## src/rtl/mem_sleep_pkg.sv

```systemverilog
package mem_sleep_pkg;

    typedef enum logic [2:0] {
        ST_POWERUP  = 3'd0,
        ST_NORMAL   = 3'd1,
        ST_PRESLEEP = 3'd2,
        ST_SLEEP    = 3'd3,
        ST_RECOVER  = 3'd4
    } seq_state_t;

    typedef struct packed {
        logic ready;
        logic grant;
        logic desel;
    } seq_flags_t;

    // Stages in which a request counts as a protocol violation
    function automatic logic is_forbidden(input seq_state_t st);
        return (st == ST_PRESLEEP) || (st == ST_SLEEP) || (st == ST_RECOVER);
    endfunction

    function automatic int max3(input int a, input int b, input int c);
        int m;
        m = (a > b) ? a : b;
        return (m > c) ? m : c;
    endfunction

endpackage

```

## src/rtl/sync_chain.sv

```systemverilog
module sync_chain #(
    parameter int STAGES = 2
) (
    input  logic clk,
    input  logic rst,
    input  logic d_async,
    output logic q_sync
);
    logic [STAGES-1:0] stage_q;

    generate
        for (genvar i = 0; i < STAGES; i++) begin : g_stage
            if (i == 0) begin : g_first
                always_ff @(posedge clk) begin
                    if (rst) stage_q[0] <= 1'b0;
                    else     stage_q[0] <= d_async;
                end
            end else begin : g_next
                always_ff @(posedge clk) begin
                    if (rst) stage_q[i] <= 1'b0;
                    else     stage_q[i] <= stage_q[i-1];
                end
            end
        end
    endgenerate

    assign q_sync = stage_q[STAGES-1];
endmodule

```

## src/rtl/stage_timer.sv

```systemverilog
module stage_timer #(
    parameter int W = 8
) (
    input  logic         clk,
    input  logic         rst,
    input  logic         clr,
    input  logic [W-1:0] limit,
    output logic         done
);
    logic [W-1:0] cnt_q;
    logic [W-1:0] last;

    assign last = limit - 1'b1;
    assign done = (cnt_q == last);

    always_ff @(posedge clk) begin
        if (rst || clr)  cnt_q <= '0;
        else if (!done)  cnt_q <= cnt_q + 1'b1;
    end

    // The counter never runs past the final cycle of the current stage
    assert_cnt_bound_R2: assert property (@(posedge clk) disable iff (rst)
        cnt_q <= last);
endmodule

```

## src/rtl/mem_sleep_seq.sv

```systemverilog
module mem_sleep_seq
    import mem_sleep_pkg::*;
#(
    parameter int PWRUP_CYCLES   = 50000,
    parameter int LOCKOUT_CYCLES = 2,
    parameter int RECOVER_CYCLES = 16,
    parameter int SYNC_STAGES    = 2
) (
    input  logic clk,
    input  logic rst,
    input  logic sleep_req,
    input  logic rd_req,
    input  logic wr_req,
    output logic ready,
    output logic access_ok,
    output logic force_desel,
    output logic violation
);
    localparam int TW = $clog2(max3(PWRUP_CYCLES, LOCKOUT_CYCLES, RECOVER_CYCLES) + 1) + 1;

    seq_state_t   state_q, state_d;
    seq_flags_t   flags;
    logic         sleep_s;
    logic         stage_done;
    logic         stage_clr;
    logic [TW-1:0] stage_limit;
    logic         any_req;
    logic         viol_q;

    assign any_req = rd_req | wr_req;

    sync_chain #(.STAGES(SYNC_STAGES)) u_sync (
        .clk     (clk),
        .rst     (rst),
        .d_async (sleep_req),
        .q_sync  (sleep_s)
    );

    always_comb begin
        case (state_q)
            ST_POWERUP:  stage_limit = TW'(PWRUP_CYCLES);
            ST_PRESLEEP: stage_limit = TW'(LOCKOUT_CYCLES);
            ST_RECOVER:  stage_limit = TW'(RECOVER_CYCLES);
            default:     stage_limit = '0;
        endcase
    end

    assign stage_clr = (state_d != state_q);

    stage_timer #(.W(TW)) u_timer (
        .clk   (clk),
        .rst   (rst),
        .clr   (stage_clr),
        .limit (stage_limit),
        .done  (stage_done)
    );

    always_comb begin
        state_d = state_q;
        case (state_q)
            ST_POWERUP:  if (stage_done) state_d = ST_NORMAL;
            ST_NORMAL:   if (sleep_s)    state_d = ST_PRESLEEP;
            ST_PRESLEEP: if (stage_done) state_d = ST_SLEEP;
            ST_SLEEP:    if (!sleep_s)   state_d = ST_RECOVER;
            ST_RECOVER:  if (stage_done) state_d = ST_NORMAL;
            default:                     state_d = ST_POWERUP;
        endcase
    end

    always_ff @(posedge clk) begin
        if (rst) begin
            state_q <= ST_POWERUP;
            viol_q  <= 1'b0;
        end else begin
            state_q <= state_d;
            if (any_req && is_forbidden(state_q)) viol_q <= 1'b1;
        end
    end

    always_comb begin
        flags.ready = (state_q == ST_NORMAL);
        flags.grant = flags.ready && any_req;
        flags.desel = (state_q == ST_SLEEP);
    end

    assign ready       = flags.ready;
    assign access_ok   = flags.grant;
    assign force_desel = flags.desel;
    assign violation   = viol_q;

    // Sticky violation flag
    assert_viol_sticky_R8: assert property (@(posedge clk) disable iff (rst)
        violation |=> violation);

    // Violation only rises after a refused request in a forbidden stage
    assert_viol_cause_R8: assert property (@(posedge clk) disable iff (rst)
        $rose(violation) |-> $past(any_req && is_forbidden(state_q)));

    // A grant never overlaps forced deselect
    assert_no_grant_asleep_R7: assert property (@(posedge clk) disable iff (rst)
        !(access_ok && force_desel));

    // Sleep is entered only from the lockout stage
    assert_sleep_entry_R4: assert property (@(posedge clk) disable iff (rst)
        $rose(force_desel) |-> $past(state_q) == ST_PRESLEEP);

    // Sleep is always left into recovery
    assert_sleep_exit_R6: assert property (@(posedge clk) disable iff (rst)
        $fell(force_desel) |-> state_q == ST_RECOVER);

    // Ready only comes out of power-up or recovery
    assert_ready_src_R2: assert property (@(posedge clk) disable iff (rst)
        $rose(ready) |-> ($past(state_q) == ST_POWERUP || $past(state_q) == ST_RECOVER));
endmodule

```

## config.mk

```make
export PLATFORM = sky130hd
export DESIGN_NAME = mem_sleep_seq
export DESIGN_NICKNAME = d
export VERILOG_FILES = /design/src/rtl/mem_sleep_pkg.sv /design/src/rtl/sync_chain.sv /design/src/rtl/stage_timer.sv /design/src/rtl/mem_sleep_seq.sv
export SDC_FILE = /design/constraint.sdc
export NUM_CORES = 1
export LEC_CHECK = 0
export BUFFER_PORTS_ARGS = -buffer_cell sky130_fd_sc_hd__buf_2
export CORE_UTILIZATION = 45
export DETAILED_ROUTE_END_ITERATION = 8
export HOLD_SLACK_MARGIN = 0.08
export REMOVE_ABC_BUFFERS = 1
export SYNTH_ARGS = -nofsm -noshare
export SYNTH_HDL_FRONTEND = slang
export SYNTH_SLANG_ARGS = --single-unit
```

## constraint.sdc

```tcl
create_clock -name clk -period 4.9 [get_ports clk]
set_clock_uncertainty 0.2 [all_clocks]
set_input_delay 0.98 -clock clk [delete_from_list [all_inputs] [get_ports clk]]
set_output_delay 0.98 -clock clk [all_outputs]
set_load 0.01 [all_outputs]
```

==> metrics.yaml, run 1 <==
grt:
  grt_usage: 0.186
  grt_max_degree: 18
  grt-ovfl-total: 0
  grt_pass1_vias: 1093
  antenna_found_initial: 0
  grt_pass1_wl_um: 4680
placement:
  detailed_place.area_um2: 1350
  dpl.cell_count: 190
  place_ws_ns: 1.76
  portBuffers: 8
  gp_congestion: 0.866
  dp_hpwl_um: 1930
floorplanning:
  die_w_um: 55.8
  dieArea_um2: 3110
  rows: 19
  initial_core_util: 0.472
  ios: 9
  die_h_um: 55.8
  core_area_um2: 2760
route:
  vias: 1157
  wl_per_cell_um: 13.4
  routed_wirelength_um: 2590
  antenna_left: 0
  drt_iter0_drc: 35
  viasPerCell: 5.96
  first_pass_iters: 4
  drcViolationCount: 0
synth:
  syn_inst: 158
  synth_area_per_cell_um2: 8.24
  seq_area_frac_synth: 0.354
  ys_warn_count: 0
  ys_types: 43
  yosysTopAreaCellShare: 0.354
  syn_area_um2: 1300
  async_flop_share: 0
  yosys_most_used_dff: "dfxtp_1"
  synth_edf_count: 0
  ys_ff_latch: 23
  synth_area_leaders: "dfxtp_1 (35%), a21oi_1 (5.8%), or3_1 (3.8%)"
  yosys.area.top_type: "dfxtp_1"
clock_tree:
  cts_sinks: 23
  cts-htree-levels: 1
  numCtsBuffers: 3
  worstSkewPairLatency_ns: 0.31
  post_cts_buffers: 0
  cts_tree: "yes"
  post_cts_resized: 0
  path_clk_slew_ns: 0.12
  root_buffer: "clkbuf_4"
  clock_path_buffers: 2
  cts_hold_buffers: 0
critical_path:
  r2r_cells: 9
  worstPathMaxFanout: 13
  worstPathArrival_ns: 3.24
  cp-end-kind: "flop"
  ff2ff_setup_slack_ns: 1.70
  critPathRequiredTime_ns: 4.94
  startpoint_type: "flop"
  rr_startpoint: "state_q[1]"
  timing.rr.end: "u_timer.cnt_q[8]"
  path_class: "reg2reg"
  startpoint: "state_q[1]"
power_and_ir_drop:
  powerDensity_nw_per_um2: 215
  vdd_ir_drop_max_v: 0.000158
  power.leakage_nw: 0.465
  p_total_mw: 0.295
layout:
  finalNonFillerCells: 194
  final_cell_area_um2: 1370
  final_util: 0.497
  final_nets: 171
  antenna_cells: 0
  final_common_cell: "dfxtp_1"
  area_growth_pct: 5.38
  layout-drive-gt1-share: 0.104
  layout_common_cells: "dfxtp_1 (23), a21oi_1 (15), nor2_1 (13)"
worst_hold_path:
  min_path_cells: 1
  hold-path-endpoint: "u_sync.q_sync"
  hp-start: "u_sync.stage_q[0]"
  worstHoldPathType: "reg2reg"
timing:
  finalHoldViolCount: 0
  slew_viol_final: 0
  hold_ws_ns: 0.256
  period_minus_slack_ns: 3.20
  period_share: 0.653
  setup-tns-final_ns: 0
  max_freq_ghz: 0.313
  worst_pin_slew_ns: 0.823
  max-slew-margin-rel: 0.447
  rsz0062_at_grt: "false"
  finalSetupViolCount: 0
  layout_setup_ws_ns: 1.70
run_status:
  status: "completed"
flow_run:
  drv_cap: 0
==> sequential cells by signal, indices dropped and copies added, names as in the netlist <==
name,cells
u_sync.stage_q,1
u_timer.cnt_q,17
violation,1
state_q,3
u_sync.q_sync,1
==> routing by layer <==
| layer | part of all wire | GRT usage | vias up |
|---|---|---|---|
| met5 | 0 | 0 | - |
| met4 | 0.013 | 0.0821 | 0 |
| met3 | 0.026 | 0.0209 | 4 |
| met2 | 0.46 | 0.294 | 16 |
| met1 | 0.50 | 0.255 | 548 |
| li1 | - | - | 589 |
==> report_power, final <==
| group | total [mW] | internal (mW) | switching, mW | leakage (nW) |
|---|---|---|---|---|
| logic | 0.0147 | 0.00572 | 0.00901 | 0.264 |
| clock network | 0.0867 | 0.0317 | 0.0549 | 0.0150 |
| registers | 0.193 | 0.190 | 0.00351 | 0.186 |
==> how the worst max path moves through the flow <==
stage | depth (start not counted) | end
3_3_place_gp | 9 | u_timer.cnt_q[14]
4_1_cts | 9 | u_timer.cnt_q[8]
2_1_floorplan | 9 | u_timer.cnt_q[14]
5_1_grt | 9 | u_timer.cnt_q[10]
3_5_place_dp | 9 | u_timer.cnt_q[8]
6_report | 9 | u_timer.cnt_q[8]
==> synthesized netlist by cell type, drive strengths merged, types with 5 or more instances <==
| cell type | number |
|---|---|
| nor2 | 13 |
| or4 | 6 |
| buf | 6 |
| xor2 | 5 |
| nor3 | 7 |
| inv | 6 |
| or3 | 8 |
| nand2 | 7 |
| o21ai | 11 |
| a21oi | 15 |
| dfxtp | 23 |
| nand3 | 6 |
| o31ai | 6 |
==> layout make-up <==
| class | instances | area [µm²] |
|---|---|---|
| Fill cell | 280 | 1390 |
| Sequential cell | 23 | 460 |
| Tap cell | 31 | 38.8 |
| Clock buffer | 4 | 26.3 |
| Inverter | 6 | 22.5 |
| Timing Repair Buffer | 8 | 40.0 |
| Multi-Input combinational cell | 122 | 783 |
==> critical path: stages, from the launching register on <==
cell       delay, ns
dfxtp_1         0.55
nor3b_1         0.35
inv_1           0.10
ha_1            0.32
xor2_1          0.12
and3_1          0.21
o2111ai_2       0.22
o21ai_1         0.72
o21ai_0         0.20
a21oi_1         0.15
==> kinds of logic (layout without fill, tap and decap cells) <==
group	Yosys count	in the layout	synth area share
adders and majority gates	2	2	0.0192
and+or+nand+nor	65	65	0.273
xor gates and xnor gates	7	7	0.0471
buffers and inverters	13	18	0.0442
DFF	23	23	0.354
muxes	3	3	0.0231
AOI/OAI and AO/OA	45	45	0.239
Power figures use the tool's default switching activity.
==> run 2, diff against run 1 <==
- clock period: 4.9 -> 2.85 ns (I/O delays scaled with it)
==> run 2 against run 1 <==
Against the previous run:
- worst setup slack got worse by 1.5 ns
- combinational power grew 100%
- sequential share of layout area decreased by 1.5 points
- wire length up 8.2%
- critical endpoint is now u_timer.cnt_q[14]
- highest routed layer unchanged
==> metrics.yaml, run 2 (synthesized netlist as in run 1, its figures left out) <==
run_status:
  status: "completed"
critical_path:
  cp-end-kind: "flop"
  worstPathMaxFanout: 13  # unchanged
  timing.rr.end: "u_timer.cnt_q[14]"
  ff2ff_setup_slack_ns: 0.21  # -1.49 ns
  startpoint_type: "flop"
  r2r_cells: 10  # +1
  path_class: "reg2reg"
  worstPathArrival_ns: 2.69  # -0.55 ns
  critPathRequiredTime_ns: 2.90  # -2.04 ns
  rr_startpoint: "state_q[1]"
placement:
  gp_congestion: 0.778  # -10%
  portBuffers: 8  # unchanged
  detailed_place.area_um2: 1410  # +4.5%
  dp_hpwl_um: 2070  # +7.2%
layout:
  largest_reg_flops: 17  # unchanged
  area_growth_pct: 10.4
  reg_top3: "u_timer.cnt_q x17, state_q x3"
  final_common_cell: "dfxtp_1"
  layout_common_cells: "dfxtp_1 (23), a21oi_1 (15), nor2_1 (13)"
  layout-drive-gt1-share: 0.152  # +0.0478
  antenna_cells: 0  # unchanged
  final_nets: 179  # +4.7%
  final_cell_area_um2: 1440  # +4.7%
  regMostFlops: "u_timer.cnt_q"
timing:
  finalHoldViolCount: 0  # unchanged
  max_freq_ghz: 0.379  # +21%
  worst_pin_slew_ns: 0.589  # -0.234 ns
  finalSetupViolCount: 0  # unchanged
  period_minus_slack_ns: 2.64  # -0.560 ns
  rsz0062_at_grt: "false"
  slew_viol_final: 0  # unchanged
  max-slew-margin-rel: 0.597  # +0.149
  setup-tns-final_ns: 0  # unchanged
  period_share: 0.926  # +0.273
grt:
  grt_pass1_wl_um: 4720  # +0.88%
  grt_max_degree: 16  # -2
  grt-ovfl-total: 0  # unchanged
  grt_pass1_vias: 1106  # +1.2%
  grt_usage: 0.192  # +0.00578
  antenna_found_initial: 0  # unchanged
power_and_ir_drop:
  vdd_ir_drop_max_v: 0.000299  # +89%
  powerDensity_nw_per_um2: 356  # +66%
  power.leakage_nw: 0.511  # +9.9%
  p_total_mw: 0.511  # +73%
worst_hold_path:
  hold-path-endpoint: "u_sync.q_sync"
  worstHoldPathType: "reg2reg"
  min_path_cells: 1  # unchanged
  hp-start: "u_sync.stage_q[0]"
clock_tree:
  cts_tree: "yes"
  cts_hold_buffers: 0  # unchanged
  root_buffer: "clkbuf_4"
  cts-htree-levels: 1  # unchanged
  clock_path_buffers: 2  # unchanged
  path_clk_slew_ns: 0.12  # about the same
  cts_sinks: 23  # unchanged
  numCtsBuffers: 3  # unchanged
  worstSkewPairLatency_ns: 0.31  # about the same
floorplanning:
  ios: 9  # unchanged
  die_h_um: 55.8  # unchanged
  rows: 19  # unchanged
  initial_core_util: 0.472  # unchanged
  core_area_um2: 2760  # unchanged
  dieArea_um2: 3110  # unchanged
  die_w_um: 55.8  # unchanged
route:
  routed_wirelength_um: 2810  # +8.2%
  viasPerCell: 5.73  # -3.9%
  antenna_left: 0  # unchanged
  wl_per_cell_um: 13.9  # +3.9%
  drt_iter0_drc: 21  # -40%
  first_pass_iters: 4  # unchanged
  drcViolationCount: 0  # unchanged
  vias: 1158  # +0.086%
flow_run:
  drv_cap: 0  # unchanged
-- run 2: routing by layer --
| layer | part of all wire | GRT usage | up-vias |
|---|---|---|---|
| met1 | 0.50 | 0.244 | 534 |
| met2 | 0.46 | 0.320 | 15 |
| met3 | 0.029 | 0.0442 | 2 |
| met5 | 0 | 0 | - |
| met4 | 0.0064 | 0.0643 | 0 |
| li1 | - | - | 607 |
-- run 2: worst max path at each step --
stage	end	depth (start not counted)	slack, ns	startpoint
2_1_floorplan	u_timer.cnt_q[14]	9	0.06	state_q[1]
3_3_place_gp	u_timer.cnt_q[14]	10	0.24	state_q[1]
3_5_place_dp	u_timer.cnt_q[14]	10	0.19	state_q[1]
4_1_cts	u_timer.cnt_q[14]	10	0.14	state_q[1]
5_1_grt	u_timer.cnt_q[14]	10	0.05	state_q[1]
6_report	u_timer.cnt_q[14]	10	0.21	state_q[1]
-- run 2: final cells by class --
cell class                 count  area, µm²
fill                         266       1320
timing repair buffer          16        100
sequential                    23        460
multi-input combinational    122        788
tap                           31       38.8
clock buffer                   4       26.3
inverter                       6       22.5
-- run 2: stage by stage --
| stage | util | hold WS (ns) | setup WS [ns] | std cells |
|---|---|---|---|---|
| 2_1_floorplan | - | 0.214 | 0.0615 | 151 |
| 3_3_place_gp | 0.510 | 0.218 | 0.244 | 198 |
| 3_5_place_dp | 0.510 | 0.227 | 0.191 | 198 |
| 4_1_cts | 0.519 | 0.257 | 0.141 | 202 |
| 5_1_grt | 0.521 | 0.268 | 0.0478 | 202 |
| 6_report | 0.521 | 0.256 | 0.210 | 202 |
-- run 2: power breakdown --
group | switching (mW) | internal [mW] | leakage, nW | total [mW]
clock network | 0.0943 | 0.0547 | 0.0150 | 0.149
registers | 0.00608 | 0.326 | 0.186 | 0.332
logic | 0.0173 | 0.0125 | 0.310 | 0.0298
-- run 2: timing repair --
item	in CTS	in global routing
setup endpoints to repair	0	9
setup buffers	0	0
resized for setup	0	1
-- run 2: worst max-delay path: stages (launching register included) --
cell and delay [ns]:
dfxtp_1 0.37, nor3b_2 0.20, inv_1 0.06, ha_1 0.30, xor2_1 0.14, and3_1 0.19
o2111ai_2 0.15, o21ai_1 0.12, buf_4 0.19, or4_1 0.50, a21oi_1 0.15
